$ cat config.mk
export PLATFORM = sky130hd
export DESIGN_NAME = dmap_port
export DESIGN_NICKNAME = d
export VERILOG_FILES = /design/src/rtl/dmap_pkg.sv /design/src/rtl/dmap_sync.sv /design/src/rtl/dmap_strobe.sv /design/src/rtl/dmap_count.sv /design/src/rtl/dmap_port.sv
export SDC_FILE = /design/constraint.sdc
export NUM_CORES = 1
export LEC_CHECK = 0
export BUFFER_PORTS_ARGS = -buffer_cell sky130_fd_sc_hd__buf_2
export CORE_UTILIZATION = 35
export CTS_BUF_LIST = sky130_fd_sc_hd__clkbuf_4 sky130_fd_sc_hd__clkbuf_8
export CTS_CLUSTER_SIZE = 25
export DETAILED_ROUTE_END_ITERATION = 12
export HOLD_SLACK_MARGIN = 0.02
export SETUP_SLACK_MARGIN = 0.3
export SLEW_MARGIN = 25
export SYNTH_ARGS = -nofsm -noshare
export SYNTH_HDL_FRONTEND = slang
export SYNTH_SLANG_ARGS = --single-unit
export TNS_END_PERCENT = 20
$ cat constraint.sdc
create_clock -name clk -period 1.8 [get_ports clk]
set_input_delay 0.27 -clock clk [delete_from_list [all_inputs] [get_ports clk]]
set_output_delay 0.27 -clock clk [all_outputs]
set_load 0.02 [all_outputs]
$ cat src/rtl/dmap_pkg.sv
package dmap_pkg;
  typedef struct packed {
    logic en;
    logic ack_only;
    logic burst;
    logic to_host;
  } dmap_cfg_t;
endpackage

$ cat src/rtl/dmap_sync.sv
module dmap_sync #(
  parameter int W      = 4,
  parameter int STAGES = 2
) (
  input  logic         clk,
  input  logic         rst,
  input  logic [W-1:0] d,
  output logic [W-1:0] q
);
  logic [W-1:0] stage [STAGES];

  always_ff @(posedge clk) begin
    if (rst) begin
      for (int i = 0; i < STAGES; i++) stage[i] <= '1;
    end else begin
      stage[0] <= d;
      for (int i = 1; i < STAGES; i++) stage[i] <= stage[i-1];
    end
  end

  assign q = stage[STAGES-1];
endmodule

$ cat src/rtl/dmap_strobe.sv
module dmap_strobe
  import dmap_pkg::*;
#(
  parameter int DATA_W = 8
) (
  input  logic              clk,
  input  logic              rst,
  input  dmap_cfg_t         cfg,
  input  logic              dack,
  input  logic              rd,
  input  logic              wr,
  input  logic [DATA_W-1:0] din,
  output logic              active,
  output logic              fire,
  output logic [DATA_W-1:0] cap
);
  logic act_q;

  // the strobe qualifier depends on mode and direction
  assign active = dack & (cfg.ack_only | (cfg.to_host ? rd : wr));
  assign fire   = act_q & ~active;

  always_ff @(posedge clk) begin
    if (rst) begin
      act_q <= 1'b0;
      cap   <= '0;
    end else begin
      act_q <= active;
      if (active) cap <= din;
    end
  end
endmodule

$ cat src/rtl/dmap_count.sv
module dmap_count #(
  parameter int LEN_W = 8
) (
  input  logic             clk,
  input  logic             rst,
  input  logic             load,
  input  logic [LEN_W-1:0] len,
  input  logic             dec,
  output logic             zero,
  output logic             one
);
  logic [LEN_W-1:0] cnt;

  always_ff @(posedge clk) begin
    if (rst)                  cnt <= '0;
    else if (load)            cnt <= len;
    else if (dec && cnt != 0) cnt <= cnt - 1'b1;
  end

  assign zero = (cnt == '0);
  assign one  = (cnt == LEN_W'(1));
endmodule

$ cat src/rtl/dmap_port.sv
module dmap_port
  import dmap_pkg::*;
#(
  parameter int DATA_W      = 8,
  parameter int LEN_W       = 8,
  parameter int SYNC_STAGES = 2
) (
  input  logic              clk,
  input  logic              rst,
  input  logic              cfg_en,
  input  logic              cfg_ack_only,
  input  logic              cfg_burst,
  input  logic              cfg_to_host,
  input  logic              start,
  input  logic [LEN_W-1:0]  xfer_len,
  input  logic [DATA_W-1:0] buf_rd_data,
  input  logic              buf_empty,
  output logic              buf_pop,
  input  logic              buf_full,
  output logic              buf_push,
  output logic [DATA_W-1:0] buf_wr_data,
  output logic              dreq,
  input  logic              dack_n,
  input  logic              rd_n,
  input  logic              wr_n,
  input  logic [DATA_W-1:0] bus_din,
  output logic [DATA_W-1:0] bus_dout,
  output logic              bus_oe,
  output logic              done
);
  localparam int SW = DATA_W + 3;

  dmap_cfg_t cfg;
  assign cfg = '{en: cfg_en, ack_only: cfg_ack_only, burst: cfg_burst, to_host: cfg_to_host};

  logic [SW-1:0] pins_s;
  logic dack_s, rd_s, wr_s;
  logic [DATA_W-1:0] din_s;

  dmap_sync #(.W(SW), .STAGES(SYNC_STAGES)) u_sync (
    .clk(clk), .rst(rst), .d({dack_n, rd_n, wr_n, bus_din}), .q(pins_s)
  );

  assign dack_s = ~pins_s[SW-1];
  assign rd_s   = ~pins_s[SW-2];
  assign wr_s   = ~pins_s[SW-3];
  assign din_s  = pins_s[DATA_W-1:0];

  logic active, fire;

  dmap_strobe #(.DATA_W(DATA_W)) u_strobe (
    .clk(clk), .rst(rst), .cfg(cfg), .dack(dack_s), .rd(rd_s), .wr(wr_s),
    .din(din_s), .active(active), .fire(fire), .cap(buf_wr_data)
  );

  logic cnt_zero, cnt_one;

  dmap_count #(.LEN_W(LEN_W)) u_count (
    .clk(clk), .rst(rst), .load(start), .len(xfer_len), .dec(fire),
    .zero(cnt_zero), .one(cnt_one)
  );

  assign buf_pop  = fire & cfg.to_host;
  assign buf_push = fire & ~cfg.to_host;
  assign done     = cnt_zero;

  // single-cycle hold-off until acknowledge is seen released
  logic hold_q;
  always_ff @(posedge clk) begin
    if (rst)                      hold_q <= 1'b0;
    else if (!cfg.burst && fire)  hold_q <= 1'b1;
    else if (!dack_s)             hold_q <= 1'b0;
  end

  logic buf_ok, last, dreq_d;
  assign buf_ok = cfg.to_host ? ~buf_empty : ~buf_full;
  assign last   = fire & cnt_one;
  assign dreq_d = cfg.en & ~cnt_zero & ~last & buf_ok & ~hold_q
                & ~(~cfg.burst & fire);

  always_ff @(posedge clk) begin
    if (rst) begin
      dreq     <= 1'b0;
      bus_oe   <= 1'b0;
      bus_dout <= '0;
    end else begin
      dreq     <= dreq_d;
      bus_oe   <= cfg.en & cfg.to_host & dack_s & (cfg.ack_only | rd_s);
      bus_dout <= buf_rd_data;
    end
  end
endmodule

==> results.cfg <==
[logic_synthesis]
syn-cell-area_mm2 = 0.00184
post-synth-top-area-fraction_pct = 54.4
yosys_most_used_dff = dfxtp_1
post_synth.cell_area_avg_um2 = 10.0
synth-edff-count = 0
yosys_register_bits = 50
ys_types = 39
synth-seq-area-share_pct = 54.4
ys_warn_count = 0
synth_nets = 223
synth_top_cells_by_area = dfxtp_1 (54%), or2_2 (7.5%), nand2_1 (3.7%), nor2b_1 (3.4%), a311oi_1 (2.9%)
post_synthesis_instance_total = 184
most_instantiated_cells_after_synthesis = dfxtp_1 (50), or2_2 (22), nand2_1 (18), nor2_1 (13), nor2b_1 (10)
synthMostInstantiatedCell = dfxtp_1
synth_area_leader_cell = dfxtp_1
postSynth.asyncResetShare_pct = 0

[worst_setup_path]
critPathArrivalTime_ns = 1.64
crit_fanout = 3
critPathCaptureType = primary output
worst_endpoint_required_time_ns = 1.53
critPathKind = reg2out
worstSetupStartpointType = register

[finish]
footprint_of_the_multi_input_gates_um2 = 836
diodes = 0
nNetsFinal = 293
seqCellArea_mm2 = 0.00101
finalCoreUtilization_pct = 48.8
share_of_layout_cells_above_drive_strength_1_pct = 48.2
flow.area_growth_from_synthesis_pct = 34.6
fillCellCount = 513

[clock_network]
clkLatencyLatePin_ns = 0.30
cts_hold_buffers_added = 0
htree_num_levels = 2
cts_max_path_buffers = 2
clock_pin_transition_on_the_worst_setup_and_hold_timing_paths_ns = 0.09
tritoncts_num_sinks = 50
cts_tree = done
clock_tree.root_cell = clkbuf_8
tritoncts.num_buffers = 5

[pwr]
vdd_ir_drop_max_v = 0.000447
seq_power_share_pct = 54.7
power.share.combinational_pct = 13.4
internal-power_uw = 1620
p_switching_uw = 535
p_clk_share_pct = 31.9
static-leakage-power_uw = 0.00106
switching_share_pct = 24.8
powerDensity_mw_per_mm2 = 872
p_total_uw = 2160

[routing]
routed-via-count = 1472
drt_pre_antenna_iters = 6
route.detailed.vias_per_inst = 4.53
wire_length_reported_by_the_detailed_router_um = 3610
drt_drc = 0
wire_length_per_cell_um = 11.1
drtIter0Drc = 43
ant_nets = 0

[timing]
fmax_ghz = 0.524
fin_tns_setup_ns = -0.208
max_slew_headroom_at_the_worst_pin_pct = 76.6
worstMarginPinSlew_ns = 0.342
grt_setup_unrepaired = yes
setup_viol_count_final = 4
finalWorstPathRequiredPeriod_ns = 1.91
post-route-worst-setup-slack_ns = -0.108
final_min_period_over_clock_period_pct = 106
fin_hold_ws_ns = 0.148
finalClockSkew_ns = 0.00801
maxSlewViolCount = 0
hold_violations = 0

[placement]
detailedPlacementHpwl_um = 2620
routabilityCongestion = 0.799
port_buffers = 56

[global_route]
largest_net_degree_at_the_start_of_global_routing = 33
grt_antenna_before_repair = 0
via_count_of_the_first_global_routing_pass = 1335
grt_remaining_overflow = 0
grt_first_pass_wirelength_um = 5930
gr-usage-all-layers_pct = 14.0

[die]
die_y_um = 74.5
initial_core_util_pct = 36.2
pin_count = 57
die_width_um = 74.5
design.core.area_mm2 = 0.00507
placement_rows = 26
floorplan.die_area_mm2 = 0.00555

[min_path]
timing.hold.worst.class = in2reg

[run_status]
violations = setup timing
outcome = finished with violations

[job]
maxCapViolations = 0
==> per-layer routing <==
metal | global-route usage (%) | up-vias | part of all wire [%]
met1 | 17.7 | 650 | 48
met2 | 22.6 | 39 | 45
met3 | 4.20 | 6 | 5.5
li1 | - | 777 | -
met4 | 5.03 | 0 | 1.3
met5 | 0 | - | 0
==> worst max-delay path: stages (launching register included) <==
cell and delay (ns):
dfxtp_2 0.34, inv_2 0.08, ha_4 0.13, or4b_4 0.47
buf_6 0.14, nor2_4 0.07, buf_6 0.12
==> what timing repair did <==
action | 4_1_cts | 5_1_grt
pin swaps | 11 | 5
endpoints found under the setup margin | 11 | 16
hold endpoints to repair | 0 | 0
buffers inserted | 1 | 1
resized for setup | 17 | 5
==> power groups by stage <==
stage / Combinational, uW / Clock [uW] / Sequential [uW]
after floorplan: 131 / 0 / 1230
after global placement: 260 / 0 / 1210
after detailed placement: 262 / 0 / 1210
after CTS: 280 / 715 / 1180
after global routing: 319 / 758 / 1190
final: 288 / 689 / 1180
==> flip-flops by register name (all words and copies together) (netlist names) <==
signal          cells
u_sync.stage       22
bus_dout            8
u_count.cnt         8
u_strobe.cap        8
bus_oe              1
dreq                1
hold_q              1
u_strobe.act_q      1
==> cells by family (layout without fill, tap and decap cells) <==
group / count (synthesis) / in the layout / synth area share [%]
flip-flops: 50 / 50 / 54.4
buffers and inverters: 14 / 85 / 3.27
AO/OA/AOI/OAI: 33 / 33 / 13.7
multiplexers: 1 / 1 / 0.544
AND/OR/NAND/NOR: 83 / 83 / 26.0
adder cells (fa/ha/maj): 3 / 3 / 2.04
==> cell usage in the layout (no fill, tap or decap), drive strengths merged, types with 2 or more instances in the layout <==
cell type  instances
or4                3
nand2b             2
and3               3
o31a               2
buf               72
or2               22
dfxtp             50
or4b               2
or3                3
o21ai              3
a21oi              9
nand3b             2
a311oi             6
a2111oi            4
inv                6
nor2b             10
clkbuf             6
nand2             18
o31ai              2
ha                 3
nor2              13
==> stage by stage <==
step / cell area [um2] / setup slack [ns] / cells
3_5_place_dp: 2280 / 0.0104 / 315
4_1_cts: 2440 / -0.112 / 324
2_1_floorplan: 1850 / 0.0206 / 184
5_1_grt: 2470 / -0.162 / 325
6_report: 2470 / -0.108 / 325
3_3_place_gp: 2280 / 0.0273 / 315
==> layout make-up <==
type                    instances  share of cell area [%]
clock buffers                   6                    3.34
clock inverters                 2                   0.657
inverters                       5                   0.758
multi-input cells             120                    33.8
flip-flops and latches         50                    40.7
well taps                      70                    3.54
repair buffers                 72                    17.2
==> path summary, 6_finish.rpt <==
kind | slack, ns | depth (start not counted) | start | endpoint
min | 0.15 | 2 | bus_din[0] | u_sync.stage[0][0]
min reg2reg | 0.41 | 1 | u_sync.stage[0][6] | u_sync.stage[0][17]
max | -0.11 | 6 | u_count.cnt[0] | done
max reg2reg | -0.07 | 8 | u_count.cnt[0] | u_count.cnt[7]
Power figures use the tool's default switching activity.
